File: config.mk
export PLATFORM = sky130hd
export DESIGN_NAME = feac_rx_detector
export DESIGN_NICKNAME = d
export VERILOG_FILES = /design/src/rtl/feac_rx_pkg.sv /design/src/rtl/feac_shift_match.sv /design/src/rtl/feac_validator.sv /design/src/rtl/feac_fifo.sv /design/src/rtl/feac_rx_detector.sv
export SDC_FILE = /design/constraint.sdc
export NUM_CORES = 1
export LEC_CHECK = 0
export ABC_CLOCK_PERIOD_IN_PS = 3900
export BUFFER_PORTS_ARGS = -buffer_cell sky130_fd_sc_hd__buf_2
export CORE_MARGIN = 10
export CORE_UTILIZATION = 55
export CTS_BUF_LIST = sky130_fd_sc_hd__clkbuf_16
export CTS_CLUSTER_SIZE = 20
export DETAILED_ROUTE_END_ITERATION = 6
export GPL_TIMING_DRIVEN = 0
export PLACE_DENSITY_LB_ADDON = 0.3
export SLEW_MARGIN = 20
export SYNTH_ARGS = -nofsm -noshare
export SYNTH_HDL_FRONTEND = slang
export SYNTH_HIERARCHICAL = 1
export SYNTH_SLANG_ARGS = --single-unit
File: constraint.sdc
create_clock -name clk -period 3.9 [get_ports clk]
set_clock_uncertainty 0.2 [all_clocks]
set_input_delay 0.195 -clock clk [delete_from_list [all_inputs] [get_ports clk]]
set_output_delay 0.195 -clock clk [all_outputs]
set_load 0.02 [all_outputs]
File: src/rtl/feac_rx_pkg.sv
// Shared constants and types for the FEAC receive detector.
// Assumes the codeword layout is fixed: a run of ones, a zero,
// the data field, and a closing zero.
package feac_rx_pkg;
    localparam int CW_BITS = 16;   // codeword length in bits
    localparam int FLAG_W  = 8;    // leading run of ones
    localparam int DATA_W  = CW_BITS - FLAG_W - 2;

    typedef logic [DATA_W-1:0] feac_data_t;

    typedef enum logic [1:0] {
        ST_HUNT  = 2'd0,
        ST_COUNT = 2'd1,
        ST_VALID = 2'd2
    } feac_state_e;
endpackage

File: src/rtl/feac_shift_match.sv
// Serial window and codeword pattern match.
// The oldest bit sits at index 0 of the window. Hit and data are
// decoded from the window as it will be after the current bit, so a
// match is reported in the same cycle as the strobe that completes it.
module feac_shift_match
    import feac_rx_pkg::*;
(
    input  logic       clk,
    input  logic       rst_n,
    input  logic       bit_en,
    input  logic       bit_in,
    output logic       cw_hit,
    output feac_data_t cw_data
);
    logic [CW_BITS-1:0] win_q;
    logic [CW_BITS-1:0] win_nxt;

    assign win_nxt = {bit_in, win_q[CW_BITS-1:1]};

    // Window register: moves one position on each strobe; all ones after reset.
    always_ff @(posedge clk) begin
        if (!rst_n)
            win_q <= '1;
        else if (bit_en)
            win_q <= win_nxt;
    end

    // Pattern decode on the updated window.
    always_comb begin
        cw_hit  = (win_nxt[FLAG_W-1:0] == '1) && !win_nxt[FLAG_W] && !win_nxt[CW_BITS-1];
        cw_data = win_nxt[CW_BITS-2:FLAG_W+1];
    end
endmodule

File: src/rtl/feac_validator.sv
// Validation and loss tracking for received codewords.
// HUNT checks every strobe for a match. COUNT and VALID check only at
// codeword opportunities, spaced CW_BITS strobes apart from the first
// match. While VALID, it also counts an alternative codeword so that a
// new code can take over without returning to the search.
// Assumes CLEAR_CNT < VALID_CNT.
module feac_validator
    import feac_rx_pkg::*;
#(
    parameter int VALID_CNT = 3,
    parameter int CLEAR_CNT = 2
) (
    input  logic       clk,
    input  logic       rst_n,
    input  logic       bit_en,
    input  logic       cw_hit,
    input  feac_data_t cw_data,
    output logic       present,
    output logic       wr_en,
    output feac_data_t wr_data
);
    localparam int POS_W = $clog2(CW_BITS);
    localparam int RUN_W = $clog2(VALID_CNT + 1);
    localparam int BAD_W = $clog2(CLEAR_CNT + 1);

    feac_state_e      state_q;
    logic [POS_W-1:0] pos_q;
    feac_data_t       cand_q;
    logic [RUN_W-1:0] run_q;
    logic [BAD_W-1:0] bad_q;
    feac_data_t       altc_q;
    logic [RUN_W-1:0] alt_q;

    logic             at_opp;
    logic             same;
    logic             val_now;
    logic [RUN_W-1:0] alt_next;

    // Opportunity, match and validation decode for this strobe.
    always_comb begin
        at_opp   = bit_en && (state_q != ST_HUNT) && (pos_q == POS_W'(CW_BITS - 1));
        same     = cw_hit && (cw_data == cand_q);
        val_now  = at_opp && (state_q == ST_COUNT) && same && (run_q == RUN_W'(VALID_CNT - 1));
        alt_next = ((alt_q != '0) && (cw_data == altc_q)) ? alt_q + RUN_W'(1) : RUN_W'(1);
    end

    assign present = (state_q == ST_VALID);
    assign wr_en   = val_now;
    assign wr_data = cand_q;

    // Hunt, count and loss state machine, advanced only on strobes.
    always_ff @(posedge clk) begin
        if (!rst_n) begin
            state_q <= ST_HUNT;
            pos_q   <= '0;
            cand_q  <= '0;
            run_q   <= '0;
            bad_q   <= '0;
            altc_q  <= '0;
            alt_q   <= '0;
        end else if (bit_en) begin
            if (state_q == ST_HUNT) begin
                if (cw_hit) begin
                    state_q <= ST_COUNT;
                    cand_q  <= cw_data;
                    run_q   <= RUN_W'(1);
                    pos_q   <= '0;
                end
            end else begin
                pos_q <= pos_q + POS_W'(1);
                if (at_opp) begin
                    if (state_q == ST_COUNT) begin
                        if (val_now) begin
                            state_q <= ST_VALID;
                            bad_q   <= '0;
                            alt_q   <= '0;
                        end else if (same) begin
                            run_q <= run_q + RUN_W'(1);
                        end else begin
                            state_q <= ST_HUNT;
                        end
                    end else if (same) begin
                        bad_q <= '0;
                        alt_q <= '0;
                    end else if (bad_q == BAD_W'(CLEAR_CNT - 1)) begin
                        bad_q <= '0;
                        alt_q <= '0;
                        if (cw_hit) begin
                            state_q <= ST_COUNT;
                            cand_q  <= cw_data;
                            run_q   <= alt_next;
                        end else begin
                            state_q <= ST_HUNT;
                        end
                    end else begin
                        bad_q <= bad_q + BAD_W'(1);
                        if (cw_hit) begin
                            alt_q  <= alt_next;
                            altc_q <= cw_data;
                        end else begin
                            alt_q <= '0;
                        end
                    end
                end
            end
        end
    end

    AST_RISE_AFTER_RUN: assert property (@(posedge clk) disable iff (!rst_n)
        $rose(present) |-> ($past(run_q) == RUN_W'(VALID_CNT - 1)));
    AST_BAD_BELOW_LIMIT: assert property (@(posedge clk) disable iff (!rst_n)
        present |-> (bad_q < BAD_W'(CLEAR_CNT)));
    AST_WRITE_THEN_PRESENT: assert property (@(posedge clk) disable iff (!rst_n)
        wr_en |=> present);
    AST_NO_WRITE_WHILE_PRESENT: assert property (@(posedge clk) disable iff (!rst_n)
        present |-> !wr_en);
endmodule

File: src/rtl/feac_fifo.sv
// Small first-in first-out store for validated codeword data.
// The head entry is always visible on rd_data. A write while full
// and a read while empty are both ignored. Storage has no reset.
module feac_fifo
    import feac_rx_pkg::*;
#(
    parameter int DEPTH = 4
) (
    input  logic       clk,
    input  logic       rst_n,
    input  logic       wr_en,
    input  feac_data_t wr_data,
    input  logic       rd_en,
    output feac_data_t rd_data,
    output logic       empty,
    output logic       full
);
    localparam int PTR_W = (DEPTH > 1) ? $clog2(DEPTH) : 1;
    localparam int CNT_W = $clog2(DEPTH + 1);

    feac_data_t       mem_q [DEPTH];
    logic [PTR_W-1:0] wr_ptr_q;
    logic [PTR_W-1:0] rd_ptr_q;
    logic [CNT_W-1:0] cnt_q;
    logic             wr_ok;
    logic             rd_ok;

    function automatic logic [PTR_W-1:0] bump(input logic [PTR_W-1:0] p);
        return (p == PTR_W'(DEPTH - 1)) ? '0 : p + PTR_W'(1);
    endfunction

    assign empty   = (cnt_q == '0);
    assign full    = (cnt_q == CNT_W'(DEPTH));
    assign wr_ok   = wr_en && !full;
    assign rd_ok   = rd_en && !empty;
    assign rd_data = mem_q[rd_ptr_q];

    // Entry storage written at the tail.
    always_ff @(posedge clk) begin
        if (wr_ok)
            mem_q[wr_ptr_q] <= wr_data;
    end

    // Pointer and occupancy upkeep.
    always_ff @(posedge clk) begin
        if (!rst_n) begin
            wr_ptr_q <= '0;
            rd_ptr_q <= '0;
            cnt_q    <= '0;
        end else begin
            if (wr_ok) wr_ptr_q <= bump(wr_ptr_q);
            if (rd_ok) rd_ptr_q <= bump(rd_ptr_q);
            case ({wr_ok, rd_ok})
                2'b10:   cnt_q <= cnt_q + CNT_W'(1);
                2'b01:   cnt_q <= cnt_q - CNT_W'(1);
                default: cnt_q <= cnt_q;
            endcase
        end
    end

    AST_COUNT_RANGE: assert property (@(posedge clk) disable iff (!rst_n)
        cnt_q <= CNT_W'(DEPTH));
    AST_FULL_DROPS: assert property (@(posedge clk) disable iff (!rst_n)
        (full && wr_en && !rd_en) |=> (full && $stable(wr_ptr_q)));
    AST_EMPTY_READ_IGNORED: assert property (@(posedge clk) disable iff (!rst_n)
        (empty && rd_en && !wr_en) |=> (empty && $stable(rd_ptr_q)));
endmodule

File: src/rtl/feac_rx_detector.sv
// FEAC receive detector top: window, validator, FIFO and sticky flags.
// Assumes bit_en marks exactly the bits of the alarm channel and that
// the host reads the FIFO and clears the flags through this port list.
module feac_rx_detector
    import feac_rx_pkg::*;
#(
    parameter int FIFO_DEPTH = 4,
    parameter int VALID_CNT  = 3,
    parameter int CLEAR_CNT  = 2
) (
    input  logic              clk,
    input  logic              rst_n,
    input  logic              bit_en,
    input  logic              bit_in,
    input  logic              rd_en,
    input  logic              clr_sts,
    output logic [DATA_W-1:0] rd_data,
    output logic              fifo_empty,
    output logic              detect_sts,
    output logic              ovf_sts,
    output logic              code_present
);
    logic       cw_hit;
    feac_data_t cw_data;
    logic       wr_en;
    feac_data_t wr_data;
    logic       fifo_full;

    feac_shift_match u_match (
        .clk     (clk),
        .rst_n   (rst_n),
        .bit_en  (bit_en),
        .bit_in  (bit_in),
        .cw_hit  (cw_hit),
        .cw_data (cw_data)
    );

    feac_validator #(
        .VALID_CNT (VALID_CNT),
        .CLEAR_CNT (CLEAR_CNT)
    ) u_valid (
        .clk     (clk),
        .rst_n   (rst_n),
        .bit_en  (bit_en),
        .cw_hit  (cw_hit),
        .cw_data (cw_data),
        .present (code_present),
        .wr_en   (wr_en),
        .wr_data (wr_data)
    );

    feac_fifo #(
        .DEPTH (FIFO_DEPTH)
    ) u_fifo (
        .clk     (clk),
        .rst_n   (rst_n),
        .wr_en   (wr_en),
        .wr_data (wr_data),
        .rd_en   (rd_en),
        .rd_data (rd_data),
        .empty   (fifo_empty),
        .full    (fifo_full)
    );

    // Sticky flags: a new event wins over a host clear in the same cycle.
    always_ff @(posedge clk) begin
        if (!rst_n) begin
            detect_sts <= 1'b0;
            ovf_sts    <= 1'b0;
        end else begin
            if (wr_en)        detect_sts <= 1'b1;
            else if (clr_sts) detect_sts <= 1'b0;
            if (wr_en && fifo_full) ovf_sts <= 1'b1;
            else if (clr_sts)       ovf_sts <= 1'b0;
        end
    end

    AST_OVF_ON_DROP: assert property (@(posedge clk) disable iff (!rst_n)
        (wr_en && fifo_full) |=> ovf_sts);
    AST_CLEAR_TAKES: assert property (@(posedge clk) disable iff (!rst_n)
        (clr_sts && !wr_en) |=> (!detect_sts && !ovf_sts));
    AST_DETECT_STICKY: assert property (@(posedge clk) disable iff (!rst_n)
        (detect_sts && !clr_sts) |=> detect_sts);
    AST_DETECT_BRINGS_DATA: assert property (@(posedge clk) disable iff (!rst_n)
        $rose(detect_sts) |-> (!fifo_empty || ovf_sts));
endmodule

# Yosys cells after proc, flatten, opt, wreduce, memory -nomap -nowiden
# Memory sizes are Yosys's and may differ from the RTL's. A register that Yosys moved wholly into a read port is not among the register bits.
# Index checks and enable logic that the tools add are counted.
dict set report classes {
  bitwise_logic 4
  muxes 44
  n_reduce_logical 33
  eq_ne 21
  add_sub_neg 8
}
# op count
set ops {}
lappend ops {{$mux W2} 29}
lappend ops {{$mux W6} 6}
lappend ops {{$reduce_bool A2 Y1} 8}
lappend ops {{$eq A6 B6 Y1} 2}
lappend ops {{$logic_and A1 B1 Y1} 12}
lappend ops {{$add A2 B1 Y2 const B} 5}
lappend ops {{$eq A2 B2 Y1 const B} 5}
lappend ops {{$eq A8 B8 Y1 const B} 1}
lappend ops {{$mux W4} 2}
lappend ops {{$reduce_and A8 Y1} 1}
lappend ops {{$reduce_and A7 Y1} 1}
lappend ops {{$eq A2 B1 Y1 const B} 3}
lappend ops {{$mux W1} 6}
lappend ops {{$ne A2 B1 Y1 const B} 3}
lappend ops {{$ne A3 B3 Y1 const B} 2}
lappend ops {{$pmux W3 S2} 1}
lappend ops {{$reduce_and A6 Y1} 1}
lappend ops {{$reduce_and A5 Y1} 1}
lappend ops {{$add A4 B1 Y4 const B} 1}
lappend ops {{$eq A4 B4 Y1 const B} 1}
lappend ops {{$logic_not A1 Y1} 4}
lappend ops {{$not A1 Y1} 4}
lappend ops {{$reduce_and A4 Y1} 1}
lappend ops {{$add A3 B1 Y3 const B} 1}
lappend ops {{9 further kinds} 9}
dict set report word_totals {
  ramBits 24
  wordCells 124
  input_bits 6
  regBits 49
  mem_count 1
  output_inout_bits 10
}
# memory words width read_ports rd_clocked_by_memory_dff write_ports line_no
set memory_table {}
lappend memory_table {u_fifo.mem_q 4 6 1 1 1 feac_fifo.sv:21} ;# feac_data_t mem_q [DEPTH];

# Depth between registers and ports, before layout
dict set report depth {
  depth_word 10
  mapped_depth 15
  mapped_depth_nobuf 14
}

# Modules after synthesis
# Netlist, hierarchy kept.
# mod area_each_um2 cells_per_inst seq_area_each_um2 n_inst
set modules_own_cells {}
lappend modules_own_cells {feac_validator 1398.8 162 480.5 1}
lappend modules_own_cells {feac_fifo 1355.0 87 900.9 1}
lappend modules_own_cells {feac_shift_match 613.1 58 300.3 1}
lappend modules_own_cells {feac_rx_detector 71.3 7 40.0 1}

# Worst setup path before layout
# No wires, ideal clock.
dict set report synth_timing {
  path_type {flip-flop to flip-flop}
  start {register u_match.win_q[9]}
  end {register u_fifo.cnt_q[2]}
  t_required_ns 3.624
  period_less_slack_ns 3.190
  arrival_ns 2.914
  setup_ns 0.076
  path_buffers 1
  slack_ns 0.710
  path_stages_with_launch 16
  cell_sequence {dfxtp_1 -> nand4bb_1 -> nor3_1 -> nand4_4 -> nor2_1 -> nand3_1 -> nor2_1 -> nor2b_1 -> buf_2 -> inv_1 -> ha_1 -> inv_1 -> fa_1 -> xor2_1 -> or3_1 -> a21boi_0}
}
dict set report synth_between {
  elab_chain_cells 9
  word_cells_on_any_way 11
  cone_classes {eq/ne (2); mux (1); reduce/logical (8)}
}
# element line_no
set synth_rtl {}
lappend synth_rtl {{start: declaration} feac_shift_match.sv:15} ;# logic [CW_BITS-1:0] win_q;
lappend synth_rtl {{start signal: assignment} feac_shift_match.sv:25} ;# win_q <= win_nxt;
lappend synth_rtl {{$logic_not A1 Y1 *} feac_shift_match.sv:30} ;# cw_hit = (win_nxt[FLAG_W-1:0] == '1) && !win_nxt[FLAG_W] && !win_nxt[CW_BITS-1];
lappend synth_rtl {{$logic_and A1 B1 Y1 * (2 in a row)} feac_shift_match.sv:30}
lappend synth_rtl {{named net cw_hit} feac_rx_detector.sv:23} ;# logic cw_hit;
lappend synth_rtl {{$logic_and A1 B1 Y1 *} feac_validator.sv:42} ;# same = cw_hit && (cw_data == cand_q);
lappend synth_rtl {{$logic_and A1 B1 Y1 * (2 in a row)} feac_validator.sv:43} ;# val_now = at_opp && (state_q == ST_COUNT) && same && (run_q == RUN_W'(VALID_CNT - 1));
lappend synth_rtl {{named net wr_en} feac_rx_detector.sv:25} ;# logic wr_en;
lappend synth_rtl {{$logic_and A1 B1 Y1 *} feac_fifo.sv:34} ;# assign wr_ok = wr_en && !full;
lappend synth_rtl {{$eq A2 B1 Y1 / $eq A2 B2 Y1 (equally long branches)} feac_fifo.sv:53} ;# case ({wr_ok, rd_ok})
lappend synth_rtl {{$pmux W3 S2 / $reduce_bool A2 Y1 (equally long branches)} -}
lappend synth_rtl {{end signal: assignment} feac_fifo.sv:54} ;# 2'b10: cnt_q <= cnt_q + CNT_W'(1);
lappend synth_rtl {{end signal: assignment} feac_fifo.sv:55} ;# 2'b01: cnt_q <= cnt_q - CNT_W'(1);
lappend synth_rtl {{end signal: assignment} feac_fifo.sv:56} ;# default: cnt_q <= cnt_q;
lappend synth_rtl {{end: declaration} feac_fifo.sv:24} ;# logic [CNT_W-1:0] cnt_q;
# Mark *: on every way through the listed nets, which the timed path passes. The rest lies on a longest branch.
# A chain may end at the register's enable or synchronous reset.

# Final worst setup path
dict set report layout_timing {
  start {input port bit_in}
  end {register u_fifo.cnt_q[2]}
}
dict set report layout_between {
  elab_chain_cells 8
  word_cells_on_any_way 10
  cone_classes {eq/ne (2); mux (1); reduce/logical (7)}
}
# element line_no
set layout_rtl {}
lappend layout_rtl {{start: declaration} feac_rx_detector.sv:14} ;# input logic bit_in,
lappend layout_rtl {{$logic_not A1 Y1 *} feac_shift_match.sv:30}
lappend layout_rtl {{$logic_and A1 B1 Y1 *} feac_shift_match.sv:30}
lappend layout_rtl {{named net cw_hit} feac_rx_detector.sv:23}
lappend layout_rtl {{$logic_and A1 B1 Y1 *} feac_validator.sv:42}
lappend layout_rtl {{$logic_and A1 B1 Y1 * (2 in a row)} feac_validator.sv:43}
lappend layout_rtl {{named net wr_en} feac_rx_detector.sv:25}
lappend layout_rtl {{$logic_and A1 B1 Y1 *} feac_fifo.sv:34}
lappend layout_rtl {{$eq A2 B1 Y1 / $eq A2 B2 Y1 (equally long branches)} feac_fifo.sv:53}
lappend layout_rtl {{$pmux W3 S2 / $reduce_bool A2 Y1 (equally long branches)} -}
# Marked as above.

==> results.json <==
{
  "cp.arrival_ns": 3.67,
  "die-area_um2": 9810,
  "crit_type": "input port to flop",
  "grt_pass1_vias": 2271,
  "drive_gt1_share_pct": 18.2,
  "finalSetupTns_ns": 0,
  "dp_slack_ns": -0.0617,
  "synth_ff_type": "dfxtp_1",
  "antenna_found_initial": 0,
  "finalSetupViolations": 0,
  "routed-via-count": 2368,
  "final_common_cell": "dfxtp_1",
  "tritoncts": "done",
  "post-route-min-period_ns": 3.61,
  "synth-edff-count": 24,
  "nNetsFinal": 363,
  "mostFrequentLayoutCells": "dfxtp_1, nand2_1, mux2i_1",
  "drcViolationCount": 0,
  "final-hold-violation-count": 0,
  "dp_hpwl_um": 4320,
  "max_clock_freq_mhz": 277,
  "synth_warnings": 6,
  "grt_usage_pct": 13.6,
  "max_stage_delay_ns": 0.53,
  "rsz0062_at_grt": "false",
  "async_reset_ff_share_pct": 0,
  "worstPathMaxFanout": 10,
  "core_area_um2": 5990,
  "synthCells": 314,
  "setup_ws_ns": 0.289,
  "hold_class": "input port to flop",
  "areaGrowthSynthToFinish_pct": 16.5,
  "synth_area_um2": 3440,
  "ys_types": 60,
  "grt_pass1_wl_um": 10800,
  "nFillCells": 436,
  "slew_headroom_pct": 65.4,
  "powerDensity_nw_per_um2": 413,
  "grt-ovfl-total": 0,
  "port_buffers": 14,
  "dp.cells": 403,
  "syn_nets": 330,
  "drt-total-wl_um": 6330,
  "ir_drop_uv": 311,
  "cts_max_path_buffers": 2,
  "layout.cells.non_filler": 427,
  "initial_core_util_pct": 57.4,
  "slew_viol_final": 0,
  "worst_path_max_delay_cell": "dlygate4sd3_1",
  "ys_ff_latch": 74,
  "cap_viol_max_count": 0,
  "grt_start_max_net_pins": 15,
  "avgRoutedWirePerCell_um": 14.8,
  "outcome": "finished clean",
  "clk_latency_ns": 0.33,
  "tightest_slew_ns": 0.515,
  "cts_sinks": 74,
  "period_share_pct": 92.6,
  "path_clk_slew_ns": 0.06,
  "antenna_cells": 0,
  "worst_ep_required_time_ns": 3.96,
  "synth_area_per_cell_um2": 10.9,
  "synth-seq-area-share_pct": 50.1,
  "numCtsBuffers": 9,
  "cp_cell_sequence": "dlygate4sd3_1 -> buf_2 -> nand4bb_1 -> nor3_4 -> buf_12 -> nand4_4 -> nor2_1 -> nand3_1 -> nor2_1 -> nor2b_1 -> buf_2 -> inv_1 -> ha_1 -> inv_1 -> fa_1 -> xor2_1 -> or3_1 -> a21boi_0",
  "p_leak_nw": 1.58,
  "cts-htree-levels": 3,
  "cp-end-kind": "flop",
  "startpoint_type": "input port",
  "die_h_um": 99.1,
  "routabilityCongestion": 0.829,
  "row_count": 28,
  "ant_nets": 0,
  "vias_per_cell": 5.55,
  "drtPass1Iterations": 4,
  "cts_root_buf": "clkbuf_16",
  "fp.dieW_um": 99.1,
  "drt-initial-drc-count": 193,
  "ios": 16
}
==> kinds of logic after synthesis <==
kind of cell | count (synthesis) | synth area share, %
buf+inv | 35 | 5.57
flops | 74 | 50.1
mux | 33 | 11.8
simple gates | 98 | 14.4
fa+ha+maj | 10 | 3.86
compound gates | 50 | 10.7
xor+xnor | 14 | 3.57
==> synthesized netlist by cell type (2+ instances only) <==
cell type / number / share of area (%)
inv_1: 16 / 1.7
clkbuf_1: 4 / 0.44
nand3_1: 12 / 1.7
dfxtp_1: 50 / 29
mux2i_1: 27 / 7.9
o21bai_1: 2 / 0.44
nor2_1: 16 / 1.7
edfxtp_1: 24 / 21
o21ai_1: 2 / 0.29
or3_1: 2 / 0.36
and2_1: 7 / 1.3
xnor2_1: 10 / 2.5
o21a_1: 2 / 0.44
or2_2: 2 / 0.36
nand2_1: 37 / 4.0
nor3_1: 4 / 0.58
or2_1: 2 / 0.36
xor2_1: 4 / 1.0
ha_1: 9 / 3.3
nand4_1: 3 / 0.55
nor2b_1: 2 / 0.36
buf_6: 2 / 0.65
buf_4: 6 / 1.3
nand2b_1: 2 / 0.36
mux4_2: 6 / 3.9
and3_1: 2 / 0.36
buf_2: 4 / 0.58
a21oi_1: 10 / 1.5
o21ai_0: 14 / 2.0
==> final cells by class <==
class	count	area [um2]	area share (%)
Buffer	18	128	3.19
Clock buffer	9	225	5.62
Clock inverter	7	77.6	1.94
Inverter	17	63.8	1.59
Multi-Input combinational cell	205	1540	38.4
Sequential cell	74	1720	43.0
Tap cell	75	93.8	2.34
Timing Repair Buffer	22	160	4.00
==> path summary, 6_finish.rpt <==
| kind | start | endpoint | slack (ns) | depth (start not counted) |
|---|---|---|---|---|
| worst min register to register | u_valid/bad_q[1] | u_valid/bad_q[1] | 0.24 | 2 |
| worst min-delay path | bit_en | u_valid/state_q[1] | 0.03 | 3 |
| worst max-delay path | bit_in | u_fifo/cnt_q[2] | 0.29 | 18 |
| worst max register to register | u_match/win_q[9] | u_fifo/cnt_q[2] | 0.46 | 16 |
==> metrics by stage <==
step                      power (mW)  instance area (um2)  hold WS [ns]  util (%)
after global routing            1.71                 4010        0.0382      66.9
after CTS                       1.67                 3980        0.0158      66.4
after floorplan                0.834                 3440        0.0569         -
after global placement         0.842                 3600         0.229      60.1
after detailed placement       0.843                 3600         0.227      60.1
final                           1.65                 4010        0.0290      66.9
==> power breakdown <==
part           internal, mW  leakage (nW)  switching, mW
sequential            0.791         0.679        0.00106
combinational        0.0183         0.746         0.0212
clock                 0.501         0.152          0.321
==> layer usage <==
| layer | routed length [um] | part of all wire [%] | GRT usage, % |
|---|---|---|---|
| met1 | 2900 | 46 | 17.1 |
| met2 | 2970 | 47 | 20.8 |
| met3 | 341 | 5.4 | 4.26 |
| met4 | 122 | 1.9 | 5.95 |
| met5 | 0 | 0 | 0 |
==> worst max-delay path, delay by kind of cell <==
| kind | cells | cell delay [ns] |
|---|---|---|
| AND/OR/NAND/NOR | 8 | 1.74 |
| adder cells (fa/ha/maj) | 2 | 0.39 |
| buffers and inverters | 6 | 1.11 |
| AO/OA/AOI/OAI | 1 | 0.16 |
| XOR/XNOR | 1 | 0.07 |
==> registers in the layout (all words and copies together), names as in the netlist, named ones only <==
name / cells
u_valid/run_q: 2
u_fifo/rd_ptr_q: 2
u_valid/state_q: 2
u_valid/altc_q: 6
u_fifo/cnt_q: 3
u_fifo/wr_ptr_q: 2
u_match/win_q: 15
ovf_sts: 1
u_valid/wr_data: 6
u_valid/pos_q: 4
detect_sts: 1
u_valid/bad_q: 2
u_valid/alt_q: 2
u_fifo/mem_q: 24
==> repair_timing <==
item	in CTS	in global routing
setup buffers	0	1
hold buffers	7	0
endpoints found under the hold margin	7	0
resized for setup	1	1
pin swaps	0	1
setup endpoints to repair	2	2
Note: power is estimated with default switching activity, not from simulation.
